--- src/rtl/dram_seq_pkg.sv ---
package dram_seq_pkg;

    typedef enum logic [3:0] {
        S_IDLE,
        S_RF_WAIT,
        S_RF_RAS,
        S_PRE,
        S_ROW,
        S_COL,
        S_CAS,
        S_HOLD,
        S_BURST,
        S_BEND
    } seq_st_e;

    typedef enum logic [2:0] {
        PH_IDLE  = 3'd0,
        PH_REF   = 3'd1,
        PH_PRE   = 3'd2,
        PH_ACC   = 3'd3,
        PH_BURST = 3'd4
    } seq_ph_e;

endpackage

--- src/rtl/dram_win_dec.sv ---
module dram_win_dec #(
    parameter int              DEC_W   = 8,
    parameter logic [DEC_W-1:0] WIN_TAG = 8'h01
) (
    input  logic [DEC_W-1:0] tag_i,
    output logic             hit_o
);
    assign hit_o = (tag_i == WIN_TAG);
endmodule

--- src/rtl/dram_lane_sel.sv ---
module dram_lane_sel #(
    parameter int LANES = 4
) (
    input  logic [$clog2(LANES)-1:0] off_i,
    input  logic [1:0]               siz_i,
    input  logic                     rd_i,
    output logic [LANES-1:0]         en_o
);
    localparam int OFF_W = $clog2(LANES);
    localparam int CW    = OFF_W + 2;

    logic [CW-1:0] first;
    logic [CW-1:0] nbytes;
    logic [CW-1:0] stop;

    assign first  = CW'(off_i);
    assign nbytes = (siz_i == 2'b00) ? CW'(4) : CW'(siz_i);
    assign stop   = first + nbytes;

    for (genvar i = 0; i < LANES; i++) begin : g_lane
        assign en_o[i] = rd_i | ((CW'(i) >= first) && (CW'(i) < stop));
    end
endmodule

--- src/rtl/dram_seq_fsm.sv ---
module dram_seq_fsm
    import dram_seq_pkg::*;
#(
    parameter int LANES    = 4,
    parameter int RF_CLKS  = 1,
    parameter int PRE_CLKS = 2
) (
    input  logic             clk,
    input  logic             rst_n,
    input  logic             as_n,
    input  logic             rw,
    input  logic             burst_n,
    input  logic             rfq,
    input  logic             ram_hit,
    input  logic [LANES-1:0] lane_en,
    output logic             ras_n,
    output logic             col_sel,
    output logic [LANES-1:0] cas_n,
    output logic             we_n,
    output logic             ref_en,
    output logic             sterm_n,
    output logic [2:0]       phase
);
    localparam int RF_TICKS  = 2 * RF_CLKS;
    localparam int PRE_TICKS = 2 * PRE_CLKS;
    localparam int MAX_T     = (RF_TICKS > PRE_TICKS) ? RF_TICKS : PRE_TICKS;
    localparam int CNT_W     = $clog2(MAX_T + 1);

    typedef struct packed {
        logic             ph;      // 0: next edge is a rising bus edge
        seq_st_e          st;
        logic             ras_n;
        logic             we_n;
        logic             col;
        logic [LANES-1:0] cas_n;
        logic             sterm_n;
        logic             ref_en;
        logic             pend;
        logic             bst;
        logic [CNT_W-1:0] cnt;
        logic [LANES-1:0] lanes;
    } seq_regs_t;

    seq_regs_t r_q, r_d;
    logic      rise, fall;

    assign rise = ~r_q.ph;
    assign fall = r_q.ph;

    always_comb begin
        r_d    = r_q;
        r_d.ph = ~r_q.ph;
        if (rfq) r_d.pend = 1'b1;

        unique case (r_q.st)
            S_IDLE: begin
                if (fall && r_q.pend && (as_n || ram_hit)) begin
                    r_d.st     = S_RF_WAIT;
                    r_d.ref_en = 1'b1;
                end else if (rise && !as_n && ram_hit && !r_q.pend) begin
                    r_d.st    = S_ROW;
                    r_d.ras_n = 1'b0;
                    r_d.we_n  = rw;
                    r_d.lanes = lane_en;
                    r_d.bst   = rw & ~burst_n;
                end
            end
            S_RF_WAIT: begin
                r_d.st    = S_RF_RAS;
                r_d.ras_n = 1'b0;
                r_d.cnt   = CNT_W'(RF_TICKS - 1);
            end
            S_RF_RAS: begin
                if (r_q.cnt == '0) begin
                    r_d.st     = S_PRE;
                    r_d.ras_n  = 1'b1;
                    r_d.ref_en = 1'b0;
                    r_d.cnt    = CNT_W'(PRE_TICKS - 1);
                end else begin
                    r_d.cnt = r_q.cnt - CNT_W'(1);
                end
            end
            S_PRE: begin
                if (r_q.cnt == '0) begin
                    r_d.st   = S_IDLE;
                    r_d.pend = rfq;
                end else begin
                    r_d.cnt = r_q.cnt - CNT_W'(1);
                end
            end
            default: begin
                if (as_n) begin
                    r_d.st      = S_IDLE;
                    r_d.ras_n   = 1'b1;
                    r_d.we_n    = 1'b1;
                    r_d.col     = 1'b0;
                    r_d.cas_n   = '1;
                    r_d.sterm_n = 1'b1;
                    r_d.bst     = 1'b0;
                end else begin
                    unique case (r_q.st)
                        S_ROW: begin
                            r_d.st  = S_COL;
                            r_d.col = 1'b1;
                        end
                        S_COL: begin
                            r_d.cas_n   = ~r_q.lanes;
                            r_d.sterm_n = 1'b0;
                            r_d.st      = r_q.bst ? S_BURST : S_CAS;
                        end
                        S_CAS: begin
                            if (rise) begin
                                r_d.st    = S_HOLD;
                                r_d.ras_n = 1'b1;
                                r_d.we_n  = 1'b1;
                            end
                        end
                        S_BURST: begin
                            r_d.cas_n = {LANES{r_q.sterm_n}};
                            if (fall) begin
                                if (burst_n) begin
                                    r_d.st      = S_BEND;
                                    r_d.sterm_n = 1'b0;
                                end else begin
                                    r_d.sterm_n = ~r_q.sterm_n;
                                end
                            end
                        end
                        S_BEND: begin
                            if (rise) begin
                                r_d.st    = S_HOLD;
                                r_d.ras_n = 1'b1;
                                r_d.cas_n = '0;
                            end else begin
                                r_d.cas_n = {LANES{r_q.sterm_n}};
                            end
                        end
                        default: ;
                    endcase
                end
            end
        endcase
    end

    always_ff @(posedge clk) begin
        if (!rst_n) begin
            r_q.ph      <= 1'b0;
            r_q.st      <= S_IDLE;
            r_q.ras_n   <= 1'b1;
            r_q.we_n    <= 1'b1;
            r_q.col     <= 1'b0;
            r_q.cas_n   <= '1;
            r_q.sterm_n <= 1'b1;
            r_q.ref_en  <= 1'b0;
            r_q.pend    <= 1'b0;
            r_q.bst     <= 1'b0;
            r_q.cnt     <= '0;
            r_q.lanes   <= '0;
        end else begin
            r_q <= r_d;
        end
    end

    always_comb begin
        unique case (r_q.st)
            S_IDLE:              phase = PH_IDLE;
            S_RF_WAIT, S_RF_RAS: phase = PH_REF;
            S_PRE:               phase = PH_PRE;
            S_BURST:             phase = PH_BURST;
            default:             phase = PH_ACC;
        endcase
    end

    assign ras_n   = r_q.ras_n;
    assign col_sel = r_q.col;
    assign cas_n   = r_q.cas_n;
    assign we_n    = r_q.we_n;
    assign ref_en  = r_q.ref_en;
    assign sterm_n = r_q.sterm_n;
endmodule

--- src/rtl/dram_seq.sv ---
module dram_seq #(
    parameter int                ADDR_W   = 32,
    parameter int                DEC_W    = 8,
    parameter logic [DEC_W-1:0]  WIN_TAG  = 8'h01,
    parameter int                LANES    = 4,
    parameter int                RF_CLKS  = 1,
    parameter int                PRE_CLKS = 2
) (
    input  logic              clk,
    input  logic              rst_n,
    input  logic              as_n,
    input  logic              rw,
    input  logic [ADDR_W-1:0] addr,
    input  logic [1:0]        siz,
    input  logic              burst_n,
    input  logic              rfq,
    output logic              ras_n,
    output logic              col_sel,
    output logic [LANES-1:0]  cas_n,
    output logic              we_n,
    output logic              ref_en,
    output logic              sterm_n,
    output logic [2:0]        phase
);
    localparam int OFF_W = $clog2(LANES);

    logic             ram_hit;
    logic [LANES-1:0] lane_en;
    logic             addr_unused;

    assign addr_unused = ^addr[ADDR_W-DEC_W-1:OFF_W];

    dram_win_dec #(.DEC_W(DEC_W), .WIN_TAG(WIN_TAG)) u_dec (
        .tag_i (addr[ADDR_W-1 -: DEC_W]),
        .hit_o (ram_hit)
    );

    dram_lane_sel #(.LANES(LANES)) u_lanes (
        .off_i (addr[OFF_W-1:0]),
        .siz_i (siz),
        .rd_i  (rw),
        .en_o  (lane_en)
    );

    dram_seq_fsm #(.LANES(LANES), .RF_CLKS(RF_CLKS), .PRE_CLKS(PRE_CLKS)) u_fsm (
        .clk     (clk),
        .rst_n   (rst_n),
        .as_n    (as_n),
        .rw      (rw),
        .burst_n (burst_n),
        .rfq     (rfq),
        .ram_hit (ram_hit),
        .lane_en (lane_en),
        .ras_n   (ras_n),
        .col_sel (col_sel),
        .cas_n   (cas_n),
        .we_n    (we_n),
        .ref_en  (ref_en),
        .sterm_n (sterm_n),
        .phase   (phase)
    );
endmodule

--- config.mk ---
export PLATFORM = sky130hd
export DESIGN_NAME = dram_seq
export DESIGN_NICKNAME = d
export VERILOG_FILES = /design/src/rtl/dram_seq_pkg.sv /design/src/rtl/dram_win_dec.sv /design/src/rtl/dram_lane_sel.sv /design/src/rtl/dram_seq_fsm.sv /design/src/rtl/dram_seq.sv
export SDC_FILE = /design/constraint.sdc
export NUM_CORES = 1
export LEC_CHECK = 0
export ABC_AREA = 1
export ABC_CLOCK_PERIOD_IN_PS = 2250
export BUFFER_PORTS_ARGS = -buffer_cell sky130_fd_sc_hd__buf_4
export CAP_MARGIN = 30
export CELL_PAD_IN_SITES_DETAIL_PLACEMENT = 0
export CELL_PAD_IN_SITES_GLOBAL_PLACEMENT = 2
export CORE_UTILIZATION = 26
export CTS_CLUSTER_SIZE = 40
export DETAILED_ROUTE_END_ITERATION = 16
export PLACE_DENSITY = 0.77
export SYNTH_ARGS = -nofsm -noshare
export SYNTH_HDL_FRONTEND = slang
export SYNTH_SLANG_ARGS = --single-unit
--- constraint.sdc ---
create_clock -name clk -period 2.25 [get_ports clk]
set_clock_uncertainty 0.1 [all_clocks]
set_input_delay 0.3375 -clock clk [delete_from_list [all_inputs] [get_ports clk]]
set_output_delay 0.3375 -clock clk [all_outputs]
set_load 0.02 [all_outputs]
# == Word-level counts from Yosys, hierarchy flattened ==
# Cells that the tools add are included.
# classes
addsub,2
mul,0
div,0
n_lt_le_gt_ge,8
eq_ne,24
shift,0
n_mux,38
bitwise,13
n_reduce_logical,37
# op_table
cell,count
two-way mux 4 bit,6
"inequality test 7 bit, second input constant",3
case mux 4 bit (5 select lines),1
case mux 4 bit (4 select lines),1
"equality test 4 x 3 -> 1 bit, second input constant",3
two-way mux 1 bit,12
two-way mux 12 bit,1
two-way mux 6 bit,2
"inequality test 6 bit, second input constant",2
case mux 3 bit (4 select lines),1
case mux 4 bit (3 select lines),1
two-way mux 5 bit,2
case mux 1 bit (2 select lines),5
nonzero test 10 bit,1
logical AND 1 bit,9
two-way mux 3 bit,3
case mux 3 bit (3 select lines),1
AND reduction 3 bit,3
nonzero test 3 bit,3
"equality test 4 x 2 -> 1 bit, second input constant",2
"equality test 4 bit, second input constant",2
"equality test 8 x 1 -> 1 bit, second input constant",1
"less-than comparator 1 x 4 -> 1 bit, first input constant",2
"less-than comparator 2 x 4 -> 1 bit, first input constant",2
33 further kinds,53
# word_totals
ff_bits,23
latch_bits,0
ramBits,0
rom_bits,0
input_bits,40
out_inout_bits,12
wordCells,134
mem_count,0

# == Depth between registers and ports, before layout ==
# logic_depth
word_depth,7
depth_mapped,12
mapped_depth_nobuf,11

# == Hierarchy ==
# A second synthesis with hierarchy kept.
# unflattened
hier_cells,244
hier_area_um2,1537.7
# by_module_without_submodules
module,n_inst,cells_per_inst,area_per_inst_um2,seq_area_each_um2
dram_seq_fsm,1,212,1362.6,460.4
dram_lane_sel,1,24,145.1,0.0
dram_win_dec,1,8,30.0,0.0

# == Least setup slack after synthesis ==
# OpenSTA, ideal clock, no wires.
# synth_path
path_type,input to register
startpoint,input port siz[0]
endpoint,register u_fsm.r_q[2] (netlist name)
setup_ns,0.128
arrival_time_ns,1.597
t_required_ns,2.022
slack_ns,0.425
stages,9
path_buffers,1
cell_sequence,clkbuf_1 -> ha_1 -> fa_1 -> o21ai_0 -> nand2_1 -> o21ai_0 -> nand3_1 -> o21ai_0 -> nor2_1
# synth_via
elab_chain_cells,6
# synth_rtl
element,line_no,text
from (decl),dram_seq.sv:14,"input logic [1:0] siz,"
logical NOT 2 bit,dram_lane_sel.sv:17,assign nbytes = (siz_i == 2'b00) ? CW'(4) : CW'(siz_i);
two-way mux 3 bit *,dram_lane_sel.sv:17,
adder 2 x 4 -> 4 bit *,dram_lane_sel.sv:18,assign stop = first + nbytes;
less-than comparator 2 x 4 -> 1 bit *,dram_lane_sel.sv:21,assign en_o[i] = rd_i | ((CW'(i) >= first) && (CW'(i) < stop));
logical AND 1 bit *,dram_lane_sel.sv:21,
bitwise OR 1 bit *,dram_lane_sel.sv:21,
to (signal assigned),dram_seq_fsm.sv:160,r_q <= r_d;
to (decl),dram_seq_fsm.sv:44,"seq_regs_t r_q, r_d;"
# Mark *: on every way between the ends. The rest lies on a longest branch, timed or not.
# A chain may end at the register's enable or synchronous reset.

# == Worst setup path after layout ==
# layout_path
startpoint,register u_fsm.r_q[19] (netlist name)
endpoint,output port phase[1]
# layout_via
elab_chain_cells,3
word_cells_on_any_way,7
classes_between,4 x eq/ne; 1 x mux; 2 x reduce/logical
# layout_rtl
element,line_no,text
equality test 4 x 1 -> 1 bit / equality test 4 x 2 -> 1 bit (equally long branches),dram_seq_fsm.sv:165,unique case (r_q.st)
OR reduction 2 bit,dram_seq_fsm.sv:165,
case mux 3 bit (4 select lines) *,dram_seq_fsm.sv:165,
to (decl),dram_seq.sv:23,output logic [2:0] phase
# Marked as above.

==> results.toml <==
[finish]
syn2layout_area_growth_pct = 18.81
postLayoutCoreUtil = 0.3195
final_area_mm2 = 0.001881
nNetsFinal = 309
fillerInstances = 673
drive_gt1_frac = 0.2586
n_antenna_cell = 0

[power]
power.share.combinational = 0.616
sw_frac_of_total = 0.5037
irDropWorstVdd_uv = 381.5
seqPwrFrac = 0.269
power_density_mw_per_mm2 = 1271
leakage_nw = 0.8923
intPower_mw = 1.186
p_sw_mw = 1.204
pwr-share-clk = 0.115

[critical_path]
worst_path_most_repeated_cell = "nand2_1"
path_depth = 5
path_buf_inv = 2
arrival_ps = 1450
crit-reg2reg-launch = "u_fsm.r_q[19]$_SDFFE_PN0P_"
crit_path_start = "u_fsm.r_q[19]$_SDFFE_PN0P_"
max_stage_delay_ps = 570
crit_family = "flip-flops"
startpoint_type = "flop"
crit_chain = "nand2_1 -> inv_1 -> nand2_1 -> nand2_1 -> buf_4"
cp_max_fo = 8
path_class = "reg -> out"
worstPathRequired_ps = 1810
cp_slowest_cell = "dfxtp_1"
end_kind = "primary output"
r2r_cells = 7

[sta]
maxSlewViolCount = 0
slew_headroom = 0.7063
setup_ws_ps = 358.7
fin_crit_ps = 1891
rsz0062_at_grt = "false"
finalCritPeriodShare = 0.8406
holdWs_ps = 211.0
max_clock_freq_ghz = 0.5287
hold_violations = 0
setup_viol_count_final = 0
fin_tns_setup_ps = 0
worst_pin_slew_ps = 440.5

[synthesis]
ys_seq_area_frac = 0.2909
synth_top_cell_area_share = 0.2909
synthSimpleGateAreaFrac = 0.3605
synth_area_leaders = "dfxtp_1 29%, nand2_1 11%, o21ai_0 8.2%"
synth_flop_cell = "dfxtp_1"
synth-adder-area-share = 0.04427
synth-xor-area-share = 0
yosysWarningCount = 0
synth_cell_types = 27
synthArstFlopShare = 0
synth_top_area_cell = "dfxtp_1"
synth_compound_area_frac = 0.1834
synth_edf_count = 0
synth.cell_area_mm2 = 0.001583
ys_ff_latch = 23
synth_fp_nets = 283
synthMuxAreaShare = 0
postSynthAreaPerCell_um2 = 6.650
synth_top_family_by_area = "simple AND/OR/NAND/NOR gates"
synthCells = 238

[route]
wirelength_mm = 4.012
avgViaCountPerCell = 4.639
drc_errors = 0
route.vias.total = 1568
ant_nets = 0
post_drt_wl_per_cell_um = 11.87
drtIter0Drc = 95
dr.pass1.iters = 4

[global_route]
grt_pass1_vias = 1506
grt_start_max_net_pins = 14
grt.overflow.total = 0
track_usage = 0.1408
grt_pass1_wl_mm = 6.962
grt_antenna_before_repair = 0

[placement]
hpwl_mm = 3.194
place_area_mm2 = 0.001834
gp_congestion = 0.8368
port_buffers = 29
post-place-ws_ps = 277.0

[die]
die_h_um = 80.02
core_mm2 = 0.005886
row_count = 28
initial_core_util = 0.2689
dieArea_mm2 = 0.006403
die_w_um = 80.02
io_pins = 52

[clock_tree]
cts_root_buf = "clkbuf_8"
clock_sinks = 23
cts_hold_buf = 0
cts_tree = "done"
path_clk_slew_ps = 90
cts_setup_buffers = 0
cts_buffers = 3
clock_path_buffers = 2
insertion_delay_ps = 270
cts.repair.resized = 0
cts.htree.levels = 1

[worst_hold_path]
min-delay-start = "as_n"
whs_path_depth = 2
hp-class = "in -> reg"

[outcome]
status = "complete, no violations"

[flow_run]
cap_violations = 0
-- cell usage after synthesis (5+ instances only) --
cell / count
nand2_1: 46
nor2_1: 29
inv_1: 28
o21ai_0: 26
dfxtp_1: 23
a21oi_1: 13
nand3_1: 8
nor2_2: 7
nand2_2: 6
nor3_1: 6
buf_4: 5
inv_2: 5
nor2_4: 5
-- cell type report --
| class | count | area (um^2) | area share |
|---|---|---|---|
| inverters | 33 | 123.9 | 0.06587 |
| repair buffers | 30 | 225.2 | 0.1198 |
| well taps | 75 | 93.84 | 0.04990 |
| clock inverters | 1 | 5.005 | 0.002661 |
| clock buffers | 3 | 41.29 | 0.02196 |
| flip-flops and latches | 23 | 460.4 | 0.2448 |
| multi-input cells | 173 | 930.9 | 0.4950 |
-- logic make-up after synthesis --
logic type,count (synthesis)
adder cells (fa/ha/maj),5
buffers and inverters,42
AND/OR/NAND/NOR,117
AO/OA/AOI/OAI,51
flip-flops,23
-- flip-flops by register name (all words and copies together) (netlist names) --
name	count
u_fsm.sterm_n	1
u_fsm.cas_n	4
u_fsm.fall	1
u_fsm.ref_en	1
u_fsm.col_sel	1
u_fsm.we_n	1
u_fsm.r_q	13
u_fsm.ras_n	1
-- power groups by stage --
stage	Clock, mW	Sequential (mW)	Combinational, mW
finish	0.274	0.643	1.47
global route	0.298	0.656	1.67
CTS	0.283	0.643	1.48
detailed placement	0	0.650	1.48
global placement	0	0.653	1.48
floorplan	0	0.659	1.09
-- metal layers --
layer,up-vias,part of all wire,global-route usage,routed length [um]
li1,819,-,-,-
met1,705,0.48,0.1789,1928
met2,35,0.45,0.2308,1818
met3,9,0.043,0.02743,173
met4,0,0.023,0.05893,91
met5,-,0,0,0
-- path summary, 6_finish.rpt --
path | slack [ps] | endpoint
hold / removal | 210 | u_fsm.col_sel$_SDFFE_PN0P_
setup reg to reg | 440 | u_fsm.cas_n[3]$_SDFFE_PN1P_
setup / recovery | 360 | phase[1]
hold reg to reg | 360 | u_fsm.ref_en$_SDFFE_PN0P_
-- stage by stage --
step                      std cells  power [mW]
after floorplan                 238       1.751
after global placement          334       2.131
after detailed placement        334       2.128
after CTS                       338       2.409
after global routing            338       2.621
final                           338       2.391
-- cells in the final DEF (no fill, tap or decap) --
| cell type | synthesis | final |
|---|---|---|
| a211oi_1 | 3 | 3 |
| a21oi_1 | 13 | 13 |
| a31o_2 | 1 | 1 |
| a31oi_1 | 3 | 3 |
| buf_4 | 5 | 30 |
| clkbuf_8 | 0 | 3 |
| clkinv_2 | 0 | 1 |
| dfxtp_1 | 23 | 23 |
| fa_1 | 1 | 1 |
| ha_1 | 4 | 4 |
| inv_1 | 28 | 28 |
| inv_2 | 5 | 5 |
| nand2_1 | 46 | 46 |
| nand2_2 | 6 | 6 |
| nand3_1 | 8 | 8 |
| nand3_2 | 2 | 2 |
| nand3_4 | 1 | 1 |
| nand4_1 | 3 | 3 |
| nor2_1 | 29 | 29 |
| nor2_2 | 7 | 7 |
| nor2_4 | 5 | 5 |
| nor3_1 | 6 | 6 |
| o211ai_1 | 2 | 2 |
| o211ai_2 | 1 | 1 |
| o21ai_0 | 26 | 26 |
| o21ai_2 | 2 | 2 |
| or2_2 | 4 | 4 |
Note: power is estimated with default switching activity, not from simulation.
